### config.mk
export PLATFORM = sky130hd
export DESIGN_NAME = intc_dist
export DESIGN_NICKNAME = d
export VERILOG_FILES = /design/src/rtl/intc_dist_pkg.sv /design/src/rtl/intc_dist_wdec.sv /design/src/rtl/intc_dist_table.sv /design/src/rtl/intc_dist_fanout.sv /design/src/rtl/intc_dist.sv
export SDC_FILE = /design/constraint.sdc
export NUM_CORES = 2
export LEC_CHECK = 0
export BUFFER_PORTS_ARGS = -buffer_cell sky130_fd_sc_hd__buf_2
export CORE_AREA = 2 2 459 461
export DETAILED_ROUTE_END_ITERATION = 16
export DIE_AREA = 0 0 461 463
export PLACE_DENSITY = 0.59
export SLEW_MARGIN = 30
export SYNTH_ARGS = -nofsm -noshare
export SYNTH_HDL_FRONTEND = slang
export SYNTH_SLANG_ARGS = --single-unit
### constraint.sdc
create_clock -name clk -period 0.91 [get_ports clk]
set_input_delay 0 -clock clk [delete_from_list [all_inputs] [get_ports clk]]
set_output_delay 0 -clock clk [all_outputs]
set_load 0.01 [all_outputs]
### src/rtl/intc_dist_pkg.sv
package intc_dist_pkg;
  // first ID handled by the global router; lower IDs stay per CPU
  localparam int unsigned FIRST_COMMON_ID = 32;
  // byte offset of the destination table in the global window
  localparam int unsigned DEST_TABLE_BASE = 32'h1000;
  // each destination word occupies four bytes
  localparam int unsigned DEST_STRIDE     = 4;
  // register data width and position of the delivery flag
  localparam int unsigned REG_W           = 32;
  localparam int unsigned DEST_EN_BIT     = 31;

  function automatic int unsigned idx_width(input int unsigned n);
    return (n > 1) ? $clog2(n) : 1;
  endfunction
endpackage

### src/rtl/intc_dist_wdec.sv
module intc_dist_wdec
  import intc_dist_pkg::*;
#(
  parameter int unsigned NUM_CPU     = 4,
  parameter int unsigned NUM_COMMON  = 224,
  parameter int unsigned ADDR_W      = 15,
  parameter int unsigned IDX_FIELD_W = 8,
  localparam int unsigned CPU_W      = idx_width(NUM_CPU),
  localparam int unsigned SRC_W      = idx_width(NUM_COMMON)
) (
  input  logic                 wr_en_i,
  input  logic [ADDR_W-1:0]    wr_addr_i,
  input  logic [REG_W-1:0]     wr_data_i,
  output logic                 hit_o,
  output logic [SRC_W-1:0]     idx_o,
  output logic                 vld_o,
  output logic [CPU_W-1:0]     cpu_o
);
  localparam logic [ADDR_W:0] LO_A = (ADDR_W+1)'(DEST_TABLE_BASE);
  localparam logic [ADDR_W:0] HI_A = (ADDR_W+1)'(DEST_TABLE_BASE + DEST_STRIDE*NUM_COMMON);

  logic [ADDR_W:0]        addr_ext;
  logic [ADDR_W-1:0]      offset;
  logic [IDX_FIELD_W-1:0] cpu_field;
  logic                   in_table;
  logic                   aligned;

  assign addr_ext  = {1'b0, wr_addr_i};
  assign offset    = wr_addr_i - LO_A[ADDR_W-1:0];
  assign in_table  = (addr_ext >= LO_A) && (addr_ext < HI_A);
  assign aligned   = (wr_addr_i[1:0] == 2'b00);
  assign cpu_field = wr_data_i[IDX_FIELD_W-1:0];

  assign hit_o = wr_en_i && in_table && aligned;
  assign idx_o = offset[SRC_W+1:2];
  assign vld_o = wr_data_i[DEST_EN_BIT] && (cpu_field < IDX_FIELD_W'(NUM_CPU));
  assign cpu_o = cpu_field[CPU_W-1:0];

  // fields with no routing meaning
  logic unused_bits;
  assign unused_bits = ^{wr_data_i[DEST_EN_BIT-1:IDX_FIELD_W],
                         offset[ADDR_W-1:SRC_W+2], offset[1:0]};
endmodule

### src/rtl/intc_dist_table.sv
module intc_dist_table
  import intc_dist_pkg::*;
#(
  parameter int unsigned NUM_CPU    = 4,
  parameter int unsigned NUM_COMMON = 224,
  localparam int unsigned CPU_W     = idx_width(NUM_CPU),
  localparam int unsigned SRC_W     = idx_width(NUM_COMMON)
) (
  input  logic                          clk,
  input  logic                          rst_n,
  input  logic                          hit_i,
  input  logic [SRC_W-1:0]              idx_i,
  input  logic                          vld_i,
  input  logic [CPU_W-1:0]              cpu_i,
  output logic [NUM_COMMON-1:0]         vld_o,
  output logic [NUM_COMMON*CPU_W-1:0]   cpu_o
);
  for (genvar s = 0; s < NUM_COMMON; s++) begin : g_entry
    logic             wr_ce;
    logic             vld_d, vld_q;
    logic [CPU_W-1:0] cpu_d, cpu_q;

    assign wr_ce = hit_i && (idx_i == SRC_W'(s));

    always_comb begin
      vld_d = vld_q;
      cpu_d = cpu_q;
      if (wr_ce) begin
        vld_d = vld_i;
        cpu_d = cpu_i;
      end
    end

    always_ff @(posedge clk or negedge rst_n) begin
      if (!rst_n) begin
        vld_q <= 1'b0;
        cpu_q <= '0;
      end else begin
        vld_q <= vld_d;
        cpu_q <= cpu_d;
      end
    end

    assign vld_o[s]                  = vld_q;
    assign cpu_o[s*CPU_W +: CPU_W]   = cpu_q;
  end
endmodule

### src/rtl/intc_dist_fanout.sv
module intc_dist_fanout
  import intc_dist_pkg::*;
#(
  parameter int unsigned NUM_CPU    = 4,
  parameter int unsigned NUM_COMMON = 224,
  localparam int unsigned CPU_W     = idx_width(NUM_CPU)
) (
  input  logic                          clk,
  input  logic                          rst_n,
  input  logic [NUM_COMMON-1:0]         src_i,
  input  logic [NUM_COMMON-1:0]         vld_i,
  input  logic [NUM_COMMON*CPU_W-1:0]   cpu_i,
  output logic [NUM_CPU*NUM_COMMON-1:0] pend_o
);
  for (genvar c = 0; c < NUM_CPU; c++) begin : g_cpu
    logic [NUM_COMMON-1:0] sel;
    logic [NUM_COMMON-1:0] pend_d, pend_q;

    for (genvar s = 0; s < NUM_COMMON; s++) begin : g_sel
      assign sel[s] = (cpu_i[s*CPU_W +: CPU_W] == CPU_W'(c));
    end

    always_comb begin
      pend_d = src_i & vld_i & sel;
    end

    always_ff @(posedge clk or negedge rst_n) begin
      if (!rst_n) begin
        pend_q <= '0;
      end else begin
        pend_q <= pend_d;
      end
    end

    assign pend_o[c*NUM_COMMON +: NUM_COMMON] = pend_q;
  end
endmodule

### src/rtl/intc_dist.sv
module intc_dist
  import intc_dist_pkg::*;
#(
  parameter int unsigned NUM_CPU     = 4,
  parameter int unsigned NUM_IDS     = 256,
  parameter int unsigned ADDR_W      = 15,
  parameter int unsigned IDX_FIELD_W = 8,
  localparam int unsigned NUM_COMMON = NUM_IDS - FIRST_COMMON_ID,
  localparam int unsigned CPU_W      = idx_width(NUM_CPU),
  localparam int unsigned SRC_W      = idx_width(NUM_COMMON)
) (
  input  logic                          clk,
  input  logic                          rst_n,
  input  logic                          wr_en_i,
  input  logic [ADDR_W-1:0]             wr_addr_i,
  input  logic [REG_W-1:0]              wr_data_i,
  input  logic [NUM_COMMON-1:0]         src_i,
  output logic [NUM_CPU*NUM_COMMON-1:0] pend_o
);
  logic                        dec_hit;
  logic [SRC_W-1:0]            dec_idx;
  logic                        dec_vld;
  logic [CPU_W-1:0]            dec_cpu;
  logic [NUM_COMMON-1:0]       route_vld;
  logic [NUM_COMMON*CPU_W-1:0] route_cpu;

  intc_dist_wdec #(
    .NUM_CPU(NUM_CPU), .NUM_COMMON(NUM_COMMON),
    .ADDR_W(ADDR_W), .IDX_FIELD_W(IDX_FIELD_W)
  ) u_wdec (
    .wr_en_i  (wr_en_i),
    .wr_addr_i(wr_addr_i),
    .wr_data_i(wr_data_i),
    .hit_o    (dec_hit),
    .idx_o    (dec_idx),
    .vld_o    (dec_vld),
    .cpu_o    (dec_cpu)
  );

  intc_dist_table #(
    .NUM_CPU(NUM_CPU), .NUM_COMMON(NUM_COMMON)
  ) u_table (
    .clk  (clk),
    .rst_n(rst_n),
    .hit_i(dec_hit),
    .idx_i(dec_idx),
    .vld_i(dec_vld),
    .cpu_i(dec_cpu),
    .vld_o(route_vld),
    .cpu_o(route_cpu)
  );

  intc_dist_fanout #(
    .NUM_CPU(NUM_CPU), .NUM_COMMON(NUM_COMMON)
  ) u_fanout (
    .clk   (clk),
    .rst_n (rst_n),
    .src_i (src_i),
    .vld_i (route_vld),
    .cpu_i (route_cpu),
    .pend_o(pend_o)
  );
endmodule

Yosys cells after proc, flatten, opt, wreduce, memory -nomap -nowiden
Index checks and enable logic that the tools add are counted.

cells by class
  add/sub/neg operators = 1
  $mul = 0
  div/mod/pow operators = 0
  order comparisons = 3
  equality and inequality tests = 895
  shift-type cells = 0
  muxes and demuxes = 0
  bitwise operators = 5
  reduce and logical (&&, ||, !) cells = 454

operator list
  operator                                                                        count
  224-bit AND                                                                     5
  2-bit == test, second input constant                                            448
  8-bit == test, second input constant                                            96
  8-bit by 7-bit == test with 1-bit output, second input constant                 64
  2-bit logical NOT                                                               225
  2-bit by 1-bit == test with 1-bit output, second input constant                 224
  8-bit by 6-bit == test with 1-bit output, second input constant                 32
  1-bit logical AND                                                               228
  8-bit by 5-bit == test with 1-bit output, second input constant                 16
  8-bit by 4-bit == test with 1-bit output, second input constant                 8
  8-bit by 3-bit == test with 1-bit output, second input constant                 4
  8-bit by 2-bit == test with 1-bit output, second input constant                 2
  15-bit by 13-bit >= comparator with 1-bit output, second input constant         1
  15-bit by 13-bit less-than comparator with 1-bit output, second input constant  1
  10-bit by 1-bit subtractor with 10-bit output, second input constant            1
  8-bit by 1-bit == test with 1-bit output, second input constant                 1
  8-bit logical NOT                                                               1
  8-bit by 3-bit less-than comparator with 1-bit output, second input constant    1

storage, ports and cells
  register bits = 1568
  latch bits = 0
  RAM bits = 0
  bits in read-only memories = 0
  input port bits = 274
  output and inout bits = 896
  memories kept = 0

Logic depth before layout (Yosys ltp)
  word-level depth = 5
  depth in mapped cells = 6
  gate-level depth less buffers = 3

Cells and area by module
From an unflattened synthesis, not the netlist that was laid out.

unflattened totals
  cells, all modules = 3787
  area total of the unflattened synthesis = 61152.4 µm²

modules (own cells, without submodules)
  module            instances  cells an instance  area an instance (µm²)  seq. area each (µm²)
  intc_dist_fanout  1          1792               32232.2                 22421.5
  intc_dist_table   1          1979               28795.1                 16816.1
  intc_dist_wdec    1          16                 125.1                   0.0

Least setup slack after synthesis
Ideal clock, no wire load.

  path kind = input port to flip-flop
  from = input port wr_addr_i[1]
  to = register u_table.g_entry[23].cpu_q[0]
  library setup time = 0.125 ns
  data arrival time = 1.652 ns
  data required time = 0.785 ns
  slack = -0.866 ns
  stages = 6
  path buffers = 3
  cells stage by stage = or4_1 > buf_2 > buf_6 > buf_6 > nor4_4 > mux2_2

on the way
  cells in the longest elaborated chain, start to end = 5
  elaborated cells between the ends (all ways) = 9
  those cells by class = 1 x add/sub; 2 x order compare; 1 x eq/ne; 5 x reduce/logical

RTL lines
  what                                                                                                   line                   source
  start: declaration                                                                                     intc_dist.sv:15        input logic [ADDR_W-1:0] wr_addr_i,
  parallel branches: the longest is 4 deep, another holds 10-bit by 1-bit subtractor with 10-bit output  n/a
  1-bit logical AND *                                                                                    intc_dist_table.sv:23  assign wr_ce = hit_i && (idx_i == SRC_W'(s));
  end signal: assignment                                                                                 intc_dist_table.sv:40  cpu_q <= cpu_d;
  end: declaration                                                                                       intc_dist_table.sv:21  logic [CPU_W-1:0] cpu_d, cpu_q;

Every way passes the cells marked *.
A chain may end at the register's enable or synchronous reset.

Worst setup path after layout
  from = register u_fanout.g_cpu[0].pend_q[3]
  to = output port pend_o[3]

RTL lines
  what                      line                    source
  start: declaration        intc_dist_fanout.sv:17  logic [NUM_COMMON-1:0] pend_d, pend_q;
  start signal: assignment  intc_dist_fanout.sv:31  pend_q <= pend_d;
  end: declaration          intc_dist.sv:18         output logic [NUM_CPU*NUM_COMMON-1:0] pend_o

No word-level cell between the ends.

==> reports/results.txt <==
Clock Pin Slew Worst Setup and Hold Paths -> 60 ps
Unrepaired setup endpoints after global routing -> yes
Pleak -> 43.6 nW
Fmax -> 684 MHz
Sequential area share after synthesis -> 0.658
Critical path buffers and inverters -> 1
Failing checks -> hold timing, setup timing
CP Class -> reg2out
Critical Path AT -> 1460 ps
Seq cells post-synth -> 1568
Die Wd -> 461 um
Clock latency on the worst-skew pair -> 840 ps
Max Slew Vio Count -> 0
Post-layout minimum cycle time -> 1460 ps
H-tree Lvls -> 4
First-pass GRT wire length -> 306000 um
Clk network pwr share -> 0.485
TritonRoute pass-1 iters -> 9
CTS sink count -> 1568
Post-route cell area -> 0.0861 mm^2
Final Wtd Congestion -> 0.925
Startpoint class of the critical path -> flop
Max IR drop VDD -> 1.94 mV
Dpl cell area -> 0.0734 mm^2
DR vias/cell -> 4.66
GRT Total Usage -> 0.197
Slowest cell on crit path -> dfrtp_2
Std-Cell Rows -> 168
Reg power frac -> 0.469
Final Hold Slack -> -35.8 ps
Final Power -> 149 mW
CP peak stage delay -> 490 ps
Post-Syn Area per Cell -> 15.2 um^2
Power Density -> 1730 mW/mm^2
Drt drc -> 0
Core ar. -> 0.209 mm^2
Layout area overhead -> 44.4%
Setup slack after layout -> -553 ps
TritonCTS clock tree -> built
Grt total ovfl -> 0
Top_reg_cell synth -> dfrtp_1
Syn. warnings -> 0
EDFF count, synth -> 0
Yosys cell types -> 25
IO buf count -> 1146
Pin count of the biggest net entering global routing -> 90
Max-Cap Viols -> 0
CTS Hold Bufs -> 380
Routed Antenna Nets -> 0
Boundary Pins -> 1170
Max-slew headroom -> 0.651
Combinational power share -> 0.046
Endpoints failing hold -> 81
Routing usage on met1 -> 0.248
Pint -> 115 mW
Slew at the pin with the worst max-slew slack -> 522 ps
Vias -> 41100
Skew final -> 43.5 ps
Sw Share -> 0.225
Async SR Flop Fraction -> 1.00
Status -> finished, violations left
Global Route met3 Usage -> 0.0453
1st-iter DRT viols -> 2652
Top-count cell post-synth -> dfrtp_1
CP Cell Sequence -> buf_6
Initial antenna violation count -> 24
Final Cycle Share -> 1.61
Post-synth top cells -> 1568 x dfrtp_1, 609 x mux2_2, 332 x nor3b_1
Final HPWL DP -> 161000 um
Die Area -> 0.213 mm^2
Global routing usage on met2 -> 0.328
Switching power -> 33.4 mW
Syn_nets -> 4186
Die Ht -> 463 um
Cell family with most CP delay -> flip-flops
Share of layout cells above drive strength 1 -> 0.457
Synth top area share -> 0.658
Root Driver -> clkbuf_16
Synth Instances -> 3912
Clock buffer count from CTS -> 164
Top cells by area, synth -> dfrtp_1 66%, mux2_2 12%, nor4_4 6.4%
Wire per inst -> 24.6 um
Crit end category -> output pin
Post-layout net count -> 6128
Initial Util -> 0.286
Count of final setup violators -> 1639
Min-delay worst type -> in2async
Yosys top cell by area -> dfrtp_1
Worst-case clock buffer depth -> 3
WL final -> 217000 um
Crit-path max FO -> 1
Vias in the first global route -> 42800
GRT busiest layer -> met2
Post-Syn Area -> 0.0596 mm^2
CP required -> 910 ps
==> worst paths after layout <==
kind | depth (start not counted) | end | slack (ps) | startpoint
worst max-delay path | 1 | pend_o[3] | -550 | u_fanout.g_cpu[0].pend_q[3]$_DFF_PN0_
worst min-delay path | 3 | u_table.g_entry[153].cpu_q[0]$_DFFE_PN0P_ | -40 | rst_n
worst max register to register | 3 | u_fanout.g_cpu[2].pend_q[160]$_DFF_PN0_ | -300 | u_table.g_entry[160].vld_q$_DFFE_PN0P_
worst min register to register | 1 | u_fanout.g_cpu[1].pend_q[215]$_DFF_PN0_ | 470 | u_table.g_entry[215].cpu_q[1]$_DFFE_PN0P_
max in group asynchronous | 4 | u_table.g_entry[141].cpu_q[1]$_DFFE_PN0P_ | -220 | rst_n
min in group clk | 5 | u_table.g_entry[84].cpu_q[0]$_DFFE_PN0P_ | -30 | wr_addr_i[7]
==> metrics by stage <==
| step | setup TNS, ps | worst slack (ps) | instances | utilization |
|---|---|---|---|---|
| floorplan | -520280 | -852 | 3912 | - |
| global placement | -689810 | -1170 | 8088 | 0.352 |
| detailed placement | -700070 | -1200 | 8088 | 0.352 |
| CTS | -545670 | -617 | 8772 | 0.406 |
| global route | -580680 | -614 | 8801 | 0.413 |
| finish | -527460 | -553 | 8805 | 0.413 |
==> metal layers <==
metal | vias to the layer above | part of all wire
li1 | 18000 | -
met1 | 21200 | 0.41
met2 | 1463 | 0.48
met3 | 333 | 0.063
met4 | 12 | 0.040
met5 | - | 0.00037
==> sequential cells by signal, indices dropped and copies added, names as in the netlist <==
| name | flops |
|---|---|
| u_fanout.g_cpu.pend_q | 896 |
| u_table.g_entry.cpu_q | 448 |
| u_table.g_entry.vld_q | 224 |
==> power by group through the flow <==
| stage | combinational [mW] | clock, mW | sequential (mW) |
|---|---|---|---|
| 2_1_floorplan | 1.35 | 0 | 71.0 |
| 3_3_place_gp | 5.36 | 0 | 71.0 |
| 6_report | 6.86 | 72.2 | 69.8 |
| 3_5_place_dp | 5.44 | 0 | 71.0 |
| 5_1_grt | 7.40 | 76.5 | 69.7 |
| 4_1_cts | 6.88 | 73.6 | 69.7 |
==> cell type report <==
type,instances,area [um^2]
diodes,8,20.0
clock buffers,231,4780
clock inverters,73,1100
fillers,19000,122000
inverters,58,218
multi-input cells,2108,20400
flip-flops and latches,1568,39300
well taps,2805,3510
repair buffers,1954,16800
==> worst register-to-register path, delay by kind of cell (launching register included) <==
kind | cells | cell delay (ps)
buffers and inverters | 1 | 200
AND/OR/NAND/NOR | 2 | 530
flip-flops | 1 | 410
==> cell usage in the layout (no fill, tap or decap), types with 6 or more instances in the layout <==
cell | Yosys | routed
nor2_1 | 116 | 116
mux2_4 | 0 | 200
mux2_1 | 63 | 63
dfrtp_2 | 0 | 28
nor3_1 | 282 | 282
clkinvlp_4 | 0 | 9
clkbuf_16 | 0 | 170
dfrtp_1 | 1568 | 1540
clkbuf_1 | 83 | 28
dlygate4sd3_1 | 0 | 379
clkbuf_8 | 0 | 38
and4_1 | 166 | 166
nand3_1 | 58 | 58
nand4bb_4 | 0 | 10
buf_4 | 13 | 309
inv_1 | 58 | 58
buf_12 | 0 | 112
diode_2 | 0 | 8
mux2_2 | 609 | 409
buf_6 | 22 | 407
clkinv_2 | 0 | 25
nor3b_1 | 332 | 332
bufinv_16 | 0 | 21
nand2_1 | 224 | 224
nor4_4 | 179 | 201
buf_2 | 57 | 736
or4b_4 | 0 | 6
nor4_2 | 46 | 24
==> kinds of logic (layout without fill, tap and decap cells) <==
logic type    after synthesis  after routing  share of synthesized area
other cells                 0              8                          0
flops                    1568           1568                      0.658
buf+inv                   236           2316                     0.0197
simple gates             1436           1436                      0.195
mux                       672            672                      0.127
==> what timing repair did <==
item | in CTS | in global routing
setup endpoints to repair | 1610 | 1703
setup buffers | 0 | 22
hold endpoints to repair | 2777 | 149
pin swaps | 0 | 12
cloned | 0 | 3
resized for setup | 426 | 214
No activity file was read; power rests on OpenSTA's default activity.
